--- src/rtl/smbus_wr_slave.sv ---
module smbus_wr_slave #(
  parameter logic [3:0] ADDR_HI   = 4'b0100,
  parameter logic [6:0] SYNC_ADDR = 7'b1111110,
  parameter int         IDX_W     = 4
) (
  input  logic             clk,
  input  logic             rst_n,
  input  logic             scl_i,
  input  logic             sda_i,
  input  logic [2:0]       strap_i,
  output logic             sda_oe,
  output logic             start_p,
  output logic             stop_p,
  output logic             byte_p,
  output logic [7:0]       byte_data,
  output logic [IDX_W-1:0] byte_idx,
  output logic             sync_p,
  output logic             sync_bit
);

  typedef enum logic [1:0] {ST_IDLE, ST_ADDR, ST_DATA, ST_IGN} st_t;

  logic [1:0] scl_s, sda_s;
  logic [2:0] scl_h, sda_h;
  logic       scl_f, sda_f, scl_q, sda_q;

  always_ff @(posedge clk or negedge rst_n) begin
    if (!rst_n) begin
      scl_s <= '1; sda_s <= '1;
      scl_h <= '1; sda_h <= '1;
      scl_f <= 1'b1; sda_f <= 1'b1;
      scl_q <= 1'b1; sda_q <= 1'b1;
    end else begin
      scl_s <= {scl_s[0], scl_i};
      sda_s <= {sda_s[0], sda_i};
      scl_h <= {scl_h[1:0], scl_s[1]};
      sda_h <= {sda_h[1:0], sda_s[1]};
      scl_f <= (scl_h[0] & scl_h[1]) | (scl_h[1] & scl_h[2]) | (scl_h[0] & scl_h[2]);
      sda_f <= (sda_h[0] & sda_h[1]) | (sda_h[1] & sda_h[2]) | (sda_h[0] & sda_h[2]);
      scl_q <= scl_f;
      sda_q <= sda_f;
    end
  end

  wire scl_rise = scl_f & ~scl_q;
  wire scl_fall = ~scl_f & scl_q;
  wire start_c  = scl_f & scl_q & sda_q & ~sda_f;
  wire stop_c   = scl_f & scl_q & ~sda_q & sda_f;

  st_t             st;
  logic [3:0]      cnt;
  logic [6:0]      sr;
  logic            ack_en, sync_hit;
  logic [IDX_W-1:0] idx;

  wire [7:0] rx_byte = {sr, sda_f};
  wire own_hit  = (rx_byte[7:1] == {ADDR_HI, strap_i}) && !rx_byte[0];
  wire sync_hit_c = (rx_byte[7:1] == SYNC_ADDR);
  wire active   = (st == ST_ADDR) || (st == ST_DATA);

  always_ff @(posedge clk or negedge rst_n) begin
    if (!rst_n) begin
      st <= ST_IDLE; cnt <= '0; sr <= '0; ack_en <= 1'b0; sync_hit <= 1'b0;
      idx <= '0; sda_oe <= 1'b0; start_p <= 1'b0; stop_p <= 1'b0;
      byte_p <= 1'b0; byte_data <= '0; byte_idx <= '0; sync_p <= 1'b0; sync_bit <= 1'b0;
    end else begin
      start_p <= 1'b0; stop_p <= 1'b0; byte_p <= 1'b0; sync_p <= 1'b0;
      if (start_c) begin
        start_p <= 1'b1; st <= ST_ADDR; cnt <= '0; idx <= '0;
        sda_oe <= 1'b0; ack_en <= 1'b0; sync_hit <= 1'b0;
      end else if (stop_c) begin
        stop_p <= 1'b1; st <= ST_IDLE; cnt <= '0; sda_oe <= 1'b0; ack_en <= 1'b0;
      end else if (active && scl_rise) begin
        if (cnt != 4'd8) begin
          sr  <= rx_byte[6:0];
          cnt <= cnt + 4'd1;
          if (cnt == 4'd7) begin
            if (st == ST_ADDR) begin
              ack_en   <= own_hit | sync_hit_c;
              sync_hit <= sync_hit_c;
              sync_bit <= rx_byte[0];
            end else begin
              byte_p    <= 1'b1;
              byte_data <= rx_byte;
              byte_idx  <= idx;
              idx       <= idx + 1'b1;
              ack_en    <= 1'b1;
            end
          end
        end else begin
          cnt <= '0;
          if (st == ST_ADDR) begin
            sync_p <= sync_hit & ack_en;
            st     <= (ack_en && !sync_hit) ? ST_DATA : ST_IGN;
          end
        end
      end else if (scl_fall) begin
        if (active && cnt == 4'd8 && ack_en) sda_oe <= 1'b1;
        else if (cnt == 4'd0)                 sda_oe <= 1'b0;
      end
    end
  end

  a_r2_one_event: assert property (@(posedge clk) disable iff (!rst_n)
    $onehot0({start_p, stop_p, byte_p, sync_p}));

  a_r4_oe_steady_scl_high: assert property (@(posedge clk) disable iff (!rst_n)
    scl_f |=> $stable(sda_oe));

  a_r6_byte_before_ack: assert property (@(posedge clk) disable iff (!rst_n)
    byte_p |-> !sda_oe);

  a_r8_sync_while_ack: assert property (@(posedge clk) disable iff (!rst_n)
    sync_p |-> sda_oe);

  a_r9_stop_released: assert property (@(posedge clk) disable iff (!rst_n)
    stop_p |-> !sda_oe);

endmodule

--- config.mk ---
export PLATFORM = sky130hd
export DESIGN_NAME = smbus_wr_slave
export DESIGN_NICKNAME = d
export VERILOG_FILES = /design/src/rtl/smbus_wr_slave.sv
export SDC_FILE = /design/constraint.sdc
export NUM_CORES = 1
export LEC_CHECK = 0
export BUFFER_PORTS_ARGS = -buffer_cell sky130_fd_sc_hd__buf_4
export CAP_MARGIN = 20
export CORE_UTILIZATION = 47
export CTS_CLUSTER_DIAMETER = 120
export DETAILED_ROUTE_END_ITERATION = 12
export GPL_ROUTABILITY_DRIVEN = 0
export PLACE_DENSITY = 0.69
export SYNTH_ARGS = -nofsm -noshare
export SYNTH_HDL_FRONTEND = slang
export SYNTH_SLANG_ARGS = --single-unit
export TNS_END_PERCENT = 30
--- constraint.sdc ---
create_clock -name clk -period 2.3 [get_ports clk]
set_clock_uncertainty 0.1 [all_clocks]
set_input_delay 0 -clock clk [delete_from_list [all_inputs] [get_ports clk]]
set_output_delay 0 -clock clk [all_outputs]
set_load 0.01 [all_outputs]
==> flow_summary.yaml, run 1 <==
clock_tree:
  clock_latency_ps: 290
  cts.sinks: 51
  cts_tree: "yes"
  clkSlewWorstSetupHoldPaths_ps: 90
  htreeDepth: 2
  clockBufferDepth: 2
  cts_root_buf: "clkbuf_8"
  numCtsBuffers: 5
  cts_setup_buffers: 0
pwr:
  peakVddDrop_uv: 405
  power_mw: 1.92
  powerDensity_nw_per_um2: 791
  power_leakage_nw: 1.17
routing:
  route.vias.total: 1311
  drc: 0
  drt_pass1_iterations: 4
  routed_wl_mm: 3.61
  routedWlPerCell_um: 14.8
  initialDrtViolationCount: 108
  via_per_inst: 5.37
  ant_nets: 0
worst_setup_path:
  start_kind: "register"
  cp.arrival_ps: 2220
  worstSetupPathType: "reg2reg"
  cp-end-kind: "register"
  worst-r2r-cell-count: 5
  required_ps: 2380
  r2r-start: "st[0]"
  critPathMaxFanout: 18
  rrSetupSlack_ps: 160
  timing.rr.end: "byte_data[1]"
yosys:
  synth_seq_cells: 51
  synth_largest_area_cell: "dfrtp_1"
  syn_nets: 171
  synthCells: 160
  synth_top_cell_area_share_pct: 45.2
  avgSynthCellArea_um2: 12.8
  post_synth_num_cell_types: 39
  ys_seq_area_share_pct: 63.1
  synth_area_leaders: "dfrtp_1 45%, dfstp_2 18%, mux2_2 7.1%"
  yosysWarnings: 0
  synth_area_um2: 2050
placement:
  io_buffers: 24
  post-place-ws_ps: 67.9
  placed_cell_area_um2: 2290
  dpl.hpwl_mm: 2.48
sta:
  drv_slew: 0
  setup_ws_ps: 165
  max_slew.worst_pin.slew_ps: 610
  hold_violations: 0
  post-route-period-util_pct: 92.8
  rsz0062_at_grt: "false"
  tns_ps: 0
  period_minus_slack_ps: 2140
  setup_viol: 0
  slew_headroom_pct: 59.3
  fmax_mhz: 468
  hold_ws_ps: 18.6
hold_path:
  min_from: "strap_i[1]"
  hold_class: "in2reg"
  holdPathStages: 4
  min_to: "ack_en"
layout:
  n_fill_cell: 336
  nNetsFinal: 204
  diodes: 0
  area_delta_synth_final_pct: 18.6
  fin_area_um2: 2430
  multi_input_area_um2: 717
  seqCellArea_um2: 1290
  drive_gt1_share_pct: 35.1
floorplan:
  die_w_um: 68.0
  dieArea_um2: 4630
  coreArea_um2: 4090
  die_y_um: 68.0
  initial_core_util_pct: 50.2
  ioPinCount: 25
  rows: 23
grt:
  grtUsageTotal_pct: 18.1
  grt_max_degree: 52
  antenna_found_initial: 0
  grt_pass1_vias: 1298
  overflow: 0
  grt_pass1_wl_mm: 6.06
run:
  cap_violations: 0
run_status:
  status: "finished clean"
[placed cells by master, fill, tap and decap left out, types with 2 or more instances in the layout]
cell           synthesis  final
nand3_1                4      4
nand2_1               31     31
clkbuf_8               0      7
nor2_1                 4      4
nor3b_1                3      3
dlygate4sd3_1          0      3
maj3_1                 2      2
nand2b_1               2      2
and3b_1                2      2
o31ai_1                2      2
ha_1                   4      4
buf_4                  0     25
nor4_1                 2      2
o21ai_0                5      5
dfrtp_1               37     37
xnor2_1                4      4
nand3b_1               2      2
a21o_1                 2      2
mux2i_1                2      2
mux2_2                13     13
dfstp_2               14     14
inv_1                  4      4
[kinds of logic (layout without fill, tap and decap cells)]
family          Yosys count  count (layout)  share of synthesized area [%]
xor+xnor                  5               5                           2.14
compound gates           17              17                           6.04
buf+inv                   7              41                           2.01
mux                      15              15                           8.12
flops                    51              51                           63.1
simple gates             59              59                           15.1
fa+ha+maj                 6               6                           3.42
[worst max path at each step]
| stage | cells after the start | end | start |
|---|---|---|---|
| 2_1_floorplan | 6 | byte_data[0] | st[0] |
| 3_3_place_gp | 5 | byte_idx[1] | st[0] |
| 3_5_place_dp | 5 | byte_data[1] | st[0] |
| 4_1_cts | 5 | byte_data[6] | st[0] |
| 5_1_grt | 5 | byte_data[1] | st[0] |
| 6_report | 5 | byte_data[1] | st[0] |
[critical path: stages (launching register included)]
cell     delay, ps
dfrtp_1        390
ha_1           330
or3b_4         450
nor3_4         210
buf_12         180
mux2_2         340
[what timing repair did]
action | 4_1_cts | 5_1_grt
hold endpoints to repair | 39 | 0
hold buffers | 3 | 0
gates resized for setup | 0 | 1
setup endpoints to repair | 0 | 12
[stage by stage]
stage | instances | util (%)
3_3_place_gp | 233 | 56.1
5_1_grt | 244 | 59.5
2_1_floorplan | 160 | -
4_1_cts | 244 | 59.4
6_report | 244 | 59.5
3_5_place_dp | 233 | 56.1
[final cells by class]
type	count	share of cell area (%)
multi-input combinational	102	29.5
inverter	4	0.618
sequential	51	53.2
timing repair buffer	29	9.78
tap	50	2.57
clock inverter	1	0.309
clock buffer	7	3.96
[per-layer routing]
metal / share of wire [%] / global-route usage (%)
met4: 1.1 / 7.55
met1: 47 / 24.3
met3: 4.2 / 5.17
met2: 48 / 27.5
met5: 0 / 0
[report_power, final]
| part | leakage (nW) | switching, mW | internal (mW) |
|---|---|---|---|
| combinational | 0.465 | 0.135 | 0.120 |
| clock | 0.0505 | 0.279 | 0.274 |
| sequential | 0.655 | 0.115 | 1.00 |
[state kept, by name (all words and copies together) (netlist names), 2 cells and up]
name,count
byte_data,8
byte_idx,4
cnt,4
idx,4
scl_h,3
scl_s,2
sda_h,3
sda_s,2
sr,7
st,2
[cells in the mapped netlist (all sizes together)]
cell type  count
nand3b         2
and3           1
nand4          1
dfstp         14
and4           1
xor2           1
nand3          4
nor3           2
nand2b         2
a2bb2oi        1
a22o           1
buf            2
o21ai          5
nor2           5
o221a          1
ha             4
mux2          13
nand2         31
dfrtp         37
nor4           2
a21oi          2
clkbuf         1
a41oi          1
inv            4
mux2i          2
nor3b          3
a31o           1
and3b          2
a21o           2
nand4b         1
or3b           1
or4bb          1
maj3           2
o31ai          2
xnor2          4
o21a           1
No activity file was read; power rests on OpenSTA's default activity.
==> inputs of run 2 (changes only) <==
--- a/config.mk
+++ b/config.mk
@@ -5,13 +5,14 @@
 export SDC_FILE = /design/constraint.sdc
 export NUM_CORES = 1
 export LEC_CHECK = 0
+export ABC_AREA = 1
 export BUFFER_PORTS_ARGS = -buffer_cell sky130_fd_sc_hd__buf_4
 export CAP_MARGIN = 20
-export CORE_UTILIZATION = 47
+export CORE_UTILIZATION = 51
 export CTS_CLUSTER_DIAMETER = 120
 export DETAILED_ROUTE_END_ITERATION = 12
 export GPL_ROUTABILITY_DRIVEN = 0
-export PLACE_DENSITY = 0.69
+export PLACE_DENSITY = 0.74
 export SYNTH_ARGS = -nofsm -noshare
 export SYNTH_HDL_FRONTEND = slang
 export SYNTH_SLANG_ARGS = --single-unit
==> run 2 against run 1 <==
  * Via count increased by 8.7%
  * Non-clock buffer count shrank 2
  * Utilization is 2.0 points higher
  * Critical path depth is 1 higher
  * Area after synthesis is 4.9% higher
  * Global-route usage decreased by 0.66 points
  * Final cell count grew 20%
  * Highest routed layer unchanged
  * Power decreased by 3.3%
  * First-iteration DRC count decreased by 21%
  * Clock-buffer cell count shrank 2
  * Fmax up 25%
==> flow_summary.yaml, run 2 <==
clock_tree:
  clockBufferDepth: 2
  clkSlewWorstSetupHoldPaths_ps: 90
  cts_tree: "yes"
  cts.sinks: 51
  numCtsBuffers: 5
  cts_root_buf: "clkbuf_8"
  clock_latency_ps: 290
  cts_resized: 0
  htreeDepth: 2
sta:
  post-route-period-util_pct: 74.2
  hold_violations: 0
  setup_viol: 0
  max_slew.worst_pin.slew_ps: 615
  tns_ps: 0
  period_minus_slack_ps: 1710
  drv_slew: 0
  setup_ws_ps: 593
  slew_headroom_pct: 59.0
  rsz0062_at_grt: "false"
  fmax_mhz: 586
worst_setup_path:
  cp-end-kind: "register"
  critPathMaxFanout: 24
  required_ps: 2400
  start_kind: "register"
  worstSetupPathType: "reg2reg"
  cp.arrival_ps: 1800
run:
  cap_violations: 0
yosys:
  synth_flop_cell: "dfrtp_1"
  synth_area_leaders: "dfrtp_1 43%, dfstp_2 17%, nand2_1 7.9%"
  avgSynthCellArea_um2: 10.2
  ys_seq_area_share_pct: 60.2
  synth_top_cell_area_share_pct: 43.0
  synth_largest_area_cell: "dfrtp_1"
  synth_seq_cells: 51
  synth-edff-count: 0
  netlist_top_cells_count: "45 x nand2_1, 37 x dfrtp_1, 27 x inv_1"
  syn_nets: 221
  synth_area_um2: 2150
  post_synth_num_cell_types: 25
  async_flop_share_pct: 100
  yosysMostFrequentCell: "nand2_1"
  synthCells: 210
  yosysWarnings: 0
floorplan:
  ioPinCount: 25
  die_w_um: 66.9
  rows: 23
  initial_core_util_pct: 53.4
  die_y_um: 66.9
  coreArea_um2: 4030
  dieArea_um2: 4480
layout:
  final_common_cell: "nand2_1"
  final_cell_mix: "45 x nand2_1, 37 x dfrtp_1, 27 x inv_1"
  drive_gt1_share_pct: 28.1
  layout.cells.non_filler: 292
  area_delta_synth_final_pct: 15.2
  top_register: "byte_data"
  nNetsFinal: 252
  diodes: 0
  largest_reg_flops: 8
  biggestRegsByFlops: "byte_data (8), sr (7)"
routing:
  routedWlPerCell_um: 11.7
  ant_nets: 0
  drt_pass1_iterations: 4
  route.vias.total: 1425
  routed_wl_mm: 3.43
  via_per_inst: 4.88
  drc: 0
  initialDrtViolationCount: 85
placement:
  dpl.hpwl_mm: 2.40
  post-place-ws_ps: 588
  dp_cells: 281
  io_buffers: 24
grt:
  use_met3_pct: 4.62
  grt_max_degree: 52
  grt_pass1_wl_mm: 5.84
  met1_usage_pct: 24.4
  grtUsageTotal_pct: 17.4
  grt_pass1_vias: 1265
  overflow: 0
  antenna_found_initial: 0
  met2_usage_pct: 26.8
  busiest_layer: "met2"
pwr:
  powerDensity_nw_per_um2: 750
  power_leakage_nw: 1.25
  peakVddDrop_uv: 470
run_status:
  status: "finished clean"
hold_path:
  hold_class: "in2reg"
-- run 2: cell types whose count changed in the layout (fill, tap and decap cells not counted), moves of 8 or more --
cell | before | now
inv_1 | 4 | 27
nor2_1 | 4 | 16
nand3_1 | 4 | 12
mux2_2 | 13 | 0
o21ai_2 | 0 | 10
nand2_1 | 31 | 45
o21ai_1 | 0 | 10
-- run 2: final timing paths --
check                                start  cells past startpoint          end  slack (ps)
worst max-delay path                 st[0]                      6  byte_idx[0]         590
worst min-delay path            strap_i[2]                      6       ack_en          10
worst max register to register       st[0]                      6  byte_idx[0]         590
worst min register to register    sda_s[0]                      0     sda_s[1]         260
max in group asynchronous            rst_n                      2       cnt[1]        1540
min in group asynchronous            rst_n                      2       sync_p         150
-- run 2: logic make-up after synthesis --
group	synth area share [%]
fa+ha+maj	3.26
compound gates	9.66
xor+xnor	1.63
flops	60.2
buf+inv	6.75
simple gates	18.6
-- run 2: metal layers --
metal	vias to the layer above	wire length [µm]
li1	729	-
met1	666	1700
met2	28	1580
met3	2	131
met4	0	14
met5	-	0
-- run 2: layout make-up --
class	instances	area, µm²
well taps	50	62.6
fillers	345	1550
clock inverters	3	18.8
multi-input cells	127	712
inverters	29	111
clock buffers	5	68.8
flip-flops and latches	51	1290
repair buffers	27	210
-- run 2: timing repair --
action / in CTS / in global routing
endpoints found under the setup margin: 0 / 0
hold buffers: 3 / 0
hold endpoints to repair: 53 / 0
buffers inserted: 0 / 0
-- run 2: per-stage QoR --
stage / cell area (µm²) / utilization, % / hold slack [ps] / total power [mW]
finish: 2480 / 61.5 / 11.9 / 1.86
global route: 2480 / 61.5 / 23.0 / 1.97
CTS: 2480 / 61.5 / 3.91 / 1.88
detailed placement: 2360 / 58.6 / -42.0 / 1.38
global placement: 2360 / 58.6 / -42.9 / 1.37
floorplan: 2150 / - / -396 / 1.29
-- run 2: power by group --
| group | switching [mW] | internal, mW |
|---|---|---|
| combinational | 0.192 | 0.106 |
| clock | 0.285 | 0.213 |
| sequential | 0.0704 | 0.992 |
| total | 0.547 | 1.31 |
-- run 2: critical path, stage by stage (launching register included) --
cell and delay [ps]:
dfrtp_1 390, ha_1 370, nor2_8 200, nand2_4 220
inv_4 150, nand2_1 70, o21a_1 100
==> inputs of run 3 (changes only) <==
--- a/config.mk
+++ b/config.mk
@@ -5,14 +5,14 @@
 export SDC_FILE = /design/constraint.sdc
 export NUM_CORES = 1
 export LEC_CHECK = 0
-export ABC_AREA = 1
+export ABC_AREA = 0
 export BUFFER_PORTS_ARGS = -buffer_cell sky130_fd_sc_hd__buf_4
 export CAP_MARGIN = 20
-export CORE_UTILIZATION = 51
+export CORE_UTILIZATION = 56
 export CTS_CLUSTER_DIAMETER = 120
 export DETAILED_ROUTE_END_ITERATION = 12
 export GPL_ROUTABILITY_DRIVEN = 0
-export PLACE_DENSITY = 0.74
+export PLACE_DENSITY = 0.77
 export SYNTH_ARGS = -nofsm -noshare
 export SYNTH_HDL_FRONTEND = slang
 export SYNTH_SLANG_ARGS = --single-unit
==> constraint.sdc (replaced) <==
create_clock -name clk -period 1.71 [get_ports clk]
set_clock_uncertainty 0.1 [all_clocks]
set_input_delay 0 -clock clk [delete_from_list [all_inputs] [get_ports clk]]
set_output_delay 0 -clock clk [all_outputs]
set_load 0.01 [all_outputs]
==> run 3 against run 2 <==
  * The flow now finishes with violations (setup timing)
  * Global-route usage grew 6.4 points
  * Fmax shrank 15%
  * Register-to-register slack lost 880 ps
  * Utilization grew 16 points
  * Combinational power grew 72%
  * Worst hold slack gained 2.3 ps
  * Clock power grew 40%
  * Cell area grew 6.4%
  * Non-clock buffer count grew 25
  * Setup slack lost 880 ps
  * Critical path type unchanged
  * Largest cell class unchanged
==> flow_summary.yaml, run 3 (synthesis results as in run 1) <==
clock_tree:
  cts_tree: "yes"
  cts_root_buf: "clkbuf_4"
  clockBufferDepth: 2
  cts.sinks: 51
  clock_latency_ps: 370
  clkSlewWorstSetupHoldPaths_ps: 150
  numCtsBuffers: 5
  htreeDepth: 2
worst_setup_path:
  required_ps: 1890
  cp.arrival_ps: 2180
  critPathMaxFanout: 15
  path_cells: "inv_1, ha_1, or3b_4, nor3_4, buf_12, mux2_2"
  cp-end-kind: "register"
  worstSetupPathType: "reg2reg"
  start_kind: "register"
  slowest_stage: "or3b_4"
  max_stage_delay_ps: 400
grt:
  antenna_found_initial: 0
  grtUsageTotal_pct: 23.9
  overflow: 0
  grt_pass1_vias: 1472
  grt_pass1_wl_mm: 7.02
  grt_max_degree: 52
sta:
  drv_slew: 0
  setup_ws_ps: -290
  post-route-period-util_pct: 117
  slew_headroom_pct: 59.1
  tns_ps: -5930
  hold_violations: 0
  max_slew.worst_pin.slew_ps: 614
  period_minus_slack_ps: 2000
  rsz0062_at_grt: "true"
  fmax_mhz: 500
  setup_viol: 31
run_status:
  status: "finished with violations"
  violations: "setup timing"
layout:
  biggestRegsByFlops: "byte_data (8), sr (7)"
  drive_gt1_share_pct: 43.3
  area_delta_synth_final_pct: 28.6
  diodes: 0
  final_common_cell: "buf_4"
  top_register: "byte_data"
  largest_reg_flops: 8
  n_fill_cell: 222
  nNetsFinal: 227
  final_cell_mix: "45 x buf_4, 37 x dfrtp_1, 31 x nand2_1"
floorplan:
  initial_core_util_pct: 60.0
  ioPinCount: 25
  die_y_um: 62.5
  coreArea_um2: 3420
  die_w_um: 62.5
  dieArea_um2: 3910
  rows: 21
routing:
  via_per_inst: 5.34
  route.vias.total: 1405
  drc: 0
  routedWlPerCell_um: 15.1
  routed_wl_mm: 3.97
  drt_pass1_iterations: 4
  ant_nets: 0
  initialDrtViolationCount: 72
pwr:
  p_clk_share_pct: 25.9
  power_mw: 2.69
  p_int_mw: 1.92
  peakVddDrop_uv: 753
  power_leakage_nw: 1.30
  combinationalPowerShare_pct: 19.1
  seq_power_share_pct: 55.1
  power.switching_uw: 767
  powerDensity_nw_per_um2: 1020
  p_sw_share_pct: 28.5
placement:
  io_buffers: 24
  dpl.hpwl_mm: 2.73
run:
  cap_violations: 0
hold_path:
  hold_class: "in2reg"
run 3: cell count changes in the layout (fill, tap and decap cells not counted), moves of 9 or more:
| cell | change |
|---|---|
| buf_4 | +21 |
| inv_1 | -23 |
| mux2_2 | +9 |
| nand2_1 | -14 |
| nor2_1 | -13 |
| o21ai_1 | -10 |
| o21ai_2 | -10 |
run 3: layer usage:
layer,vias to the layer above,routed length (µm),track usage [%]
met5,-,0,0
met3,8,169,7.48
met4,0,74,9.01
met2,30,2060,39.1
li1,673,-,-
met1,694,1670,29.6
run 3: repair_timing:
item,CTS,global route
gates resized for setup,11,3
pin swaps,4,0
hold buffers,4,0
endpoints found under the setup margin,32,32
hold endpoints to repair,54,0
buffers inserted,2,0
run 3: layout make-up:
type	count	area [µm²]	area share, %
inverter	4	15.0	0.570
tap	46	57.6	2.18
clock inverter	2	38.8	1.47
clock buffer	6	41.3	1.57
sequential	51	1290	49.1
timing repair buffer	52	420	16.0
multi-input combinational	102	768	29.2
run 3: path summary, 6_finish.rpt:
path	startpoint	endpoint	slack, ps	cells past startpoint
min	strap_i[0]	ack_en	10	4
min reg2reg	sda_s[1]	sda_h[0]	270	0
max in group asynchronous	rst_n	cnt[1]	1030	2
max reg2reg	st[1]	byte_idx[2]	-290	6
max	st[1]	byte_idx[2]	-290	6
min in group asynchronous	rst_n	start_p	70	2
run 3: worst max-delay path, delay by kind of cell, from the launching register on:
family | cells | cell delay [ps]
adders and majority gates | 1 | 300
buffers and inverters | 2 | 230
muxes | 1 | 340
DFF | 1 | 370
and+or+nand+nor | 2 | 570
run 3: power by group through the flow:
stage          Sequential, mW  Combinational, mW  Clock [mW]
3_3_place_gp             1.49              0.444           0
6_report                 1.48              0.513       0.696
2_1_floorplan            1.47              0.249           0
4_1_cts                  1.48              0.516       0.703
3_5_place_dp             1.50              0.481           0
5_1_grt                  1.50              0.571       0.753
run 3: stage by stage:
step	hold slack (ps)	std cells	setup WS (ps)	util [%]	cell area [µm²]
after floorplan	-396	160	-479	-	2050
after global placement	-58.2	249	-270	71.4	2440
after detailed placement	-47.4	249	-316	71.4	2440
after CTS	3.56	263	-283	76.8	2620
after global routing	13.0	263	-372	77.1	2640
final	14.2	263	-290	77.1	2640
